**config.mk**
```make
export PLATFORM = sky130hd
export DESIGN_NAME = pgseq_top
export DESIGN_NICKNAME = d
export VERILOG_FILES = /design/src/rtl/pgseq_pkg.sv /design/src/rtl/pgseq_word.sv /design/src/rtl/pgseq_page.sv /design/src/rtl/pgseq_stack.sv /design/src/rtl/pgseq_top.sv
export SDC_FILE = /design/constraint.sdc
export NUM_CORES = 1
export LEC_CHECK = 0
export BUFFER_PORTS_ARGS = -buffer_cell sky130_fd_sc_hd__clkbuf_2
export CAP_MARGIN = 20
export CORE_MARGIN = 2
export CORE_UTILIZATION = 60
export CTS_BUF_LIST = sky130_fd_sc_hd__clkbuf_16
export DETAILED_ROUTE_END_ITERATION = 8
export PLACE_DENSITY_LB_ADDON = 0.25
export SYNTH_ARGS = -nofsm -noshare
export SYNTH_HDL_FRONTEND = slang
export SYNTH_HIERARCHICAL = 1
export SYNTH_SLANG_ARGS = --single-unit
```
**constraint.sdc**
```tcl
create_clock -name clk -period 4.8 [get_ports clk]
set_clock_uncertainty 0.2 [all_clocks]
set_input_delay 0.72 -clock clk [delete_from_list [all_inputs] [get_ports clk]]
set_output_delay 0.72 -clock clk [all_outputs]
set_load 0.01 [all_outputs]
```
**src/rtl/pgseq_pkg.sv**
```systemverilog
package pgseq_pkg;
  localparam int unsigned WORD_W_DEF = 6;
  localparam int unsigned PAGE_W_DEF = 4;
  localparam int unsigned DEPTH_DEF  = 3;

  // action applied to the address registers in one cycle
  typedef enum logic [1:0] {
    ACT_HOLD = 2'd0,
    ACT_SEQ  = 2'd1,
    ACT_JUMP = 2'd2,
    ACT_RET  = 2'd3
  } act_e;
endpackage

```
**src/rtl/pgseq_word.sv**
```systemverilog
module pgseq_word
  import pgseq_pkg::*;
#(
  parameter int unsigned WORD_W = WORD_W_DEF
) (
  input  logic              clk,
  input  logic              rst_n,
  input  act_e              act,
  input  logic [WORD_W-1:0] target,
  input  logic [WORD_W-1:0] ret_word,
  output logic [WORD_W-1:0] word_q,
  output logic [WORD_W-1:0] word_inc
);
  localparam logic [WORD_W-1:0] ONE = {{(WORD_W-1){1'b0}}, 1'b1};

  logic [WORD_W-1:0] word_d;
  logic              word_en;

  assign word_inc = word_q + ONE;

  always_comb begin
    word_en = 1'b1;
    word_d  = word_q;
    case (act)
      ACT_HOLD: word_en = 1'b0;
      ACT_SEQ:  word_d  = word_inc;
      ACT_JUMP: word_d  = target;
      ACT_RET:  word_d  = ret_word;
      default:  word_en = 1'b0;
    endcase
  end

  always_ff @(posedge clk or negedge rst_n) begin
    if (!rst_n)       word_q <= '0;
    else if (word_en) word_q <= word_d;
  end
endmodule

```
**src/rtl/pgseq_page.sv**
```systemverilog
module pgseq_page
  import pgseq_pkg::*;
#(
  parameter int unsigned PAGE_W = PAGE_W_DEF
) (
  input  logic              clk,
  input  logic              rst_n,
  input  act_e              act,
  input  logic              ld_en,
  input  logic [PAGE_W-1:0] imm,
  input  logic [PAGE_W-1:0] ret_page,
  output logic [PAGE_W-1:0] page_q
);
  logic [PAGE_W-1:0] buf_q;
  logic [PAGE_W-1:0] page_d;
  logic              page_en;

  always_comb begin
    page_en = 1'b0;
    page_d  = page_q;
    case (act)
      ACT_JUMP: begin page_en = 1'b1; page_d = buf_q;    end
      ACT_RET:  begin page_en = 1'b1; page_d = ret_page; end
      default:  ;
    endcase
  end

  always_ff @(posedge clk or negedge rst_n) begin
    if (!rst_n)       page_q <= '0;
    else if (page_en) page_q <= page_d;
  end

  always_ff @(posedge clk or negedge rst_n) begin
    if (!rst_n)     buf_q <= '0;
    else if (ld_en) buf_q <= imm;
  end
endmodule

```
**src/rtl/pgseq_stack.sv**
```systemverilog
module pgseq_stack #(
  parameter int unsigned DEPTH = 3,
  parameter int unsigned ENT_W = 10
) (
  input  logic             clk,
  input  logic             rst_n,
  input  logic             push,
  input  logic             pop,
  input  logic [ENT_W-1:0] push_data,
  output logic [ENT_W-1:0] top
);
  logic [ENT_W-1:0] ent_q [DEPTH];
  logic [ENT_W-1:0] ent_d [DEPTH];
  logic             ent_en;

  assign ent_en = push | pop;
  assign top    = ent_q[0];

  for (genvar i = 0; i < DEPTH; i++) begin : g_ent
    if (i == 0) begin : g_head
      always_comb ent_d[i] = push ? push_data
                                  : ((DEPTH > 1) ? ent_q[(DEPTH > 1) ? 1 : 0] : '0);
    end else if (i == DEPTH - 1) begin : g_tail
      always_comb ent_d[i] = push ? ent_q[i-1] : '0;
    end else begin : g_mid
      always_comb ent_d[i] = push ? ent_q[i-1] : ent_q[i+1];
    end

    always_ff @(posedge clk or negedge rst_n) begin
      if (!rst_n)      ent_q[i] <= '0;
      else if (ent_en) ent_q[i] <= ent_d[i];
    end
  end
endmodule

```
**src/rtl/pgseq_top.sv**
```systemverilog
module pgseq_top
  import pgseq_pkg::*;
#(
  parameter int unsigned WORD_W = WORD_W_DEF,
  parameter int unsigned PAGE_W = PAGE_W_DEF,
  parameter int unsigned DEPTH  = DEPTH_DEF
) (
  input  logic                     clk,
  input  logic                     rst_n,
  input  logic                     step_i,
  input  logic                     ldbuf_i,
  input  logic                     jump_i,
  input  logic                     call_i,
  input  logic                     ret_i,
  input  logic                     flag_i,
  input  logic [WORD_W-1:0]        target_i,
  input  logic [PAGE_W-1:0]        pgimm_i,
  output logic [WORD_W+PAGE_W-1:0] fetch_addr_o
);
  localparam int unsigned AW = WORD_W + PAGE_W;

  logic [1:0]        rst_sync_q;
  logic              run_n;
  logic              taken;
  logic              push;
  logic              pop;
  logic              ld_en;
  act_e              act;
  logic [WORD_W-1:0] word_q;
  logic [WORD_W-1:0] word_inc;
  logic [PAGE_W-1:0] page_q;
  logic [AW-1:0]     stk_top;

  // reset asserts at once, leaves after two clock edges
  always_ff @(posedge clk or negedge rst_n) begin
    if (!rst_n) rst_sync_q <= 2'b00;
    else        rst_sync_q <= {rst_sync_q[0], 1'b1};
  end
  assign run_n = rst_sync_q[1];

  assign taken = flag_i & (jump_i | call_i);
  assign push  = step_i & ~ret_i & call_i & flag_i;
  assign pop   = step_i & ret_i;
  assign ld_en = step_i & ldbuf_i;

  always_comb begin
    if (!step_i)    act = ACT_HOLD;
    else if (ret_i) act = ACT_RET;
    else if (taken) act = ACT_JUMP;
    else            act = ACT_SEQ;
  end

  pgseq_word #(.WORD_W(WORD_W)) u_word (
    .clk      (clk),
    .rst_n    (run_n),
    .act      (act),
    .target   (target_i),
    .ret_word (stk_top[WORD_W-1:0]),
    .word_q   (word_q),
    .word_inc (word_inc)
  );

  pgseq_page #(.PAGE_W(PAGE_W)) u_page (
    .clk      (clk),
    .rst_n    (run_n),
    .act      (act),
    .ld_en    (ld_en),
    .imm      (pgimm_i),
    .ret_page (stk_top[AW-1:WORD_W]),
    .page_q   (page_q)
  );

  pgseq_stack #(.DEPTH(DEPTH), .ENT_W(AW)) u_stack (
    .clk       (clk),
    .rst_n     (run_n),
    .push      (push),
    .pop       (pop),
    .push_data ({page_q, word_inc}),
    .top       (stk_top)
  );

  assign fetch_addr_o = {page_q, word_q};
endmodule

```
==> metrics.md <==
| Metric | Value |
|---|---|
| CTS sink cnt | 46 |
| CTS Buf Count | 5 |
| Largest net degree at the start of global routing | 61 |
| Setup tns final | 0 ns |
| CTS Buffer Depth | 2 |
| Final WS setup | 2.542 ns |
| Synthesized area | 2320 um2 |
| Synth Area in XOR/XNOR | 3.020% |
| Syn Area/Cell | 10.50 um2 |
| Top Ports | 28 |
| WS Path Type | input pin to register |
| CTS tree | built |
| R2r setup slk | 3.19 ns |
| Main flop type after synthesis | dfrtp_1 |
| Total die area | 4380 um2 |
| Post-CTS setup buffer count | 0 |
| Mux cell area share after synthesis | 15.97% |
| Post-synthesis simple-gate area fraction | 12.62% |
| Vias per cell | 5.429 |
| Inst Count DP | 273 |
| Drt wl/cell | 14.14 um |
| Initial antenna violation count | 0 |
| Largest family of logic cells by synthesized area | multiplexers |
| Post-synthesis adder-cell area fraction | 0.5394% |
| Clock Root Buffer | clkbuf_16 |
| Fin cells | 282 |
| Worst hold path endpoint | rst_sync_q[1] |
| Hold depth | 0 |
| Slew Limit Fails | 0 |
| Status | completed |
| Crit path capture type | register |
| Leak pwr | 1.148 nW |
| Final Critical Period | 2.258 ns |
| Post-place setup slack | 2.259 ns |
| Post-layout instance area | 2550 um2 |
| Placer's final routability congestion estimate | 0.7485 |
| Syn Nets | 240 |
| Initial core utilization | 62.89% |
| Worst path required time | 4.76 ns |
| Top post-synthesis cells by count | dfrtp_1 (46), nand2_1 (36), mux2i_1 (28) |
| DRT antenna net count | 0 |
| FF-to-FF End | u_word/word_q[1] |
| Post-synth cell types | 32 |
| Maximum vdd drop | 0.0003301 V |
| Count of final setup violators | 0 |
| Worst Tran Pin Value | 0.9321 ns |
| Crit path cell chain | clkbuf_2 > nor2_1 > o31a_1 > mux2_2 > nand2_1 > o21ai_0 |
| Total track usage | 20.74% |
| Hpwl dp | 2.601 mm |
| Total of max-cap violations | 0 |
| R2r startpoint | u_word/word_q[0] |
| Port Buffers | 27 |
| RSZ-0062 raised after global routing | no |
| Final Cycle Share | 47.05% |
| Synthesized instance count | 221 |
| Row count | 22 |
| Top-area cell type share of the netlist area | 49.62% |
| Yosys warns | 6 |
| Core Area | 3689 um2 |
| Synth Register Bits | 46 |
| Worst-path maximum fanout | 15 |
| Clk Latency, worst-skew pair | 0.28 ns |
| Congestion Overflow GR | 0 |
| Initial DRC count | 150 |
| Share of layout cells above drive strength 1 | 19.66% |
| Worst hold-check path type | register to register |
| # fillers | 284 |
| Worst hold path startpoint | rst_sync_q[0] |
| Residual DRC | 0 |
| Number of synthesized flops with an enable pin | 0 |
| H-Tree Depth | 2 |
| Final Hold Fails | 0 |
| Antenna cells | 0 |
| First-pass GRT wire length | 6.637 mm |
| Sequential area share after synthesis | 49.62% |
| Clk pin slew, worst setup/hold paths | 0.06 ns |
| Worst r2r path cells | 2 |
| Ys async rst share | 100.0% |
| Syn-to-layout area delta | 9.925% |
| Utilization after layout | 69.13% |
| Number of global-route vias before repair | 1515 |
| Slew HR | 37.86% |
| DRT Pass-1 Iters | 4 |
| Count leader, synth | dfrtp_1 |
| Final WL | 3.988 mm |
| # nets final | 252 |
| Critical-path top delay cell | o31a_1 |
| Worst path arrival time | 2.21 ns |
| Vias | 1531 |
| Peak Freq | 442.8 MHz |
| Synth top area cells | dfrtp_1 (50%), mux2i_1 (12%), nand2_1 (5.8%), buf_4 (4.5%), o21ai_1 (4.3%) |
| Die Y-Extent | 66.18 um |
| Die width | 66.18 um |
| Compound-gate portion of the synthesized area | 9.547% |
| Post-DP Area | 2346 um2 |
| Ratio of total power to cell area | 428.2 nW/um2 |
| CP startpoint kind | input pin |
| Leading area contributor after synthesis | dfrtp_1 |
| Sequential cell area | 1152 um2 |
| CP peak stage delay | 0.69 ns |
| Area occupied by multi-input gates | 975.9 um2 |
## metrics by stage
step | hold WS [ns] | power (W)
floorplan | 0.1312 | 0.0006245
global placement | 0.1344 | 0.0006519
detailed placement | 0.1388 | 0.0006556
CTS | 0.1532 | 0.001101
global route | 0.1565 | 0.001143
finish | 0.1493 | 0.001092
## state kept, by name, indices dropped and copies added, names as in the netlist
| signal | cells |
|---|---|
| u_stack/top | 10 |
| u_word/word_q | 6 |
| u_stack/ent_q | 20 |
| u_page/buf_q | 4 |
| u_page/page_q | 4 |
| rst_sync_q | 2 |
## power by group
group / total (W) / internal [W] / switching [W] / leakage (nW)
sequential: 0.000493 / 0.000433 / 0.0000602 / 0.602
combinational: 0.000157 / 0.0000780 / 0.0000793 / 0.452
clock: 0.000442 / 0.000299 / 0.000143 / 0.0940
total: 0.00109 / 0.000810 / 0.000282 / 1.15
## critical path: cells and delay by family
family / cells / cell delay, ns
compound gates: 2 / 0.78
buf+inv: 1 / 0.09
mux: 1 / 0.42
simple gates: 2 / 0.20
## how the worst max path moves through the flow
stage | depth (start not counted) | endpoint | slack [ns] | start
after detailed placement | 6 | u_word/word_q[4] | 2.26 | call_i
final | 6 | u_word/word_q[4] | 2.54 | call_i
after global placement | 6 | u_word/word_q[5] | 2.30 | call_i
after global routing | 6 | u_word/word_q[4] | 2.41 | call_i
after CTS | 6 | u_word/word_q[4] | 2.54 | call_i
after floorplan | 4 | u_word/word_q[1] | 2.78 | step_i
## per-layer routing
metal	GRT usage (%)	vias up	wire, um
met1	25.63	748	1821
met4	8.418	0	45
li1	-	757	-
met3	6.303	4	124
met2	33.88	22	1997
met5	0	-	0
## layout by cell type, fill, tap and decap left out, types with 2 or more instances in the layout
cell type / n
mux2i_1: 28
buf_4: 2
mux2_2: 2
clkbuf_2: 27
mux2_1: 4
nand2_1: 36
o21ai_1: 20
nand2b_1: 9
dfrtp_1: 45
nor2_1: 8
inv_1: 2
xnor2_1: 2
xor2_1: 6
bufinv_16: 2
clkbuf_16: 5
o31a_1: 2
nand4_1: 2
o21ai_0: 11
a21oi_1: 5
## kinds of logic (layout without fill, tap and decap cells)
logic type               Yosys count  in the layout
AND/OR/NAND/NOR                   62             62
adder cells (fa/ha/maj)            1              1
other                              1              1
XOR/XNOR                           8              8
buffers and inverters             27             40
multiplexers                      35             35
AO/OA/AOI/OAI                     41             41
flip-flops                        46             46
## area by class of cell
class	instances	area share, %
Clock buffer	5	4.907
Sequential cell	46	45.19
Tap cell	48	2.355
Clock inverter	3	2.699
Inverter	2	0.2944
Timing Repair Buffer	30	6.281
Multi-Input combinational cell	148	38.27
## timing repair
action | CTS | global route
hold endpoints to repair | 2 | 0
hold buffers | 1 | 0
gates resized for setup | 0 | 0
(Power assumes the default switching activity.)
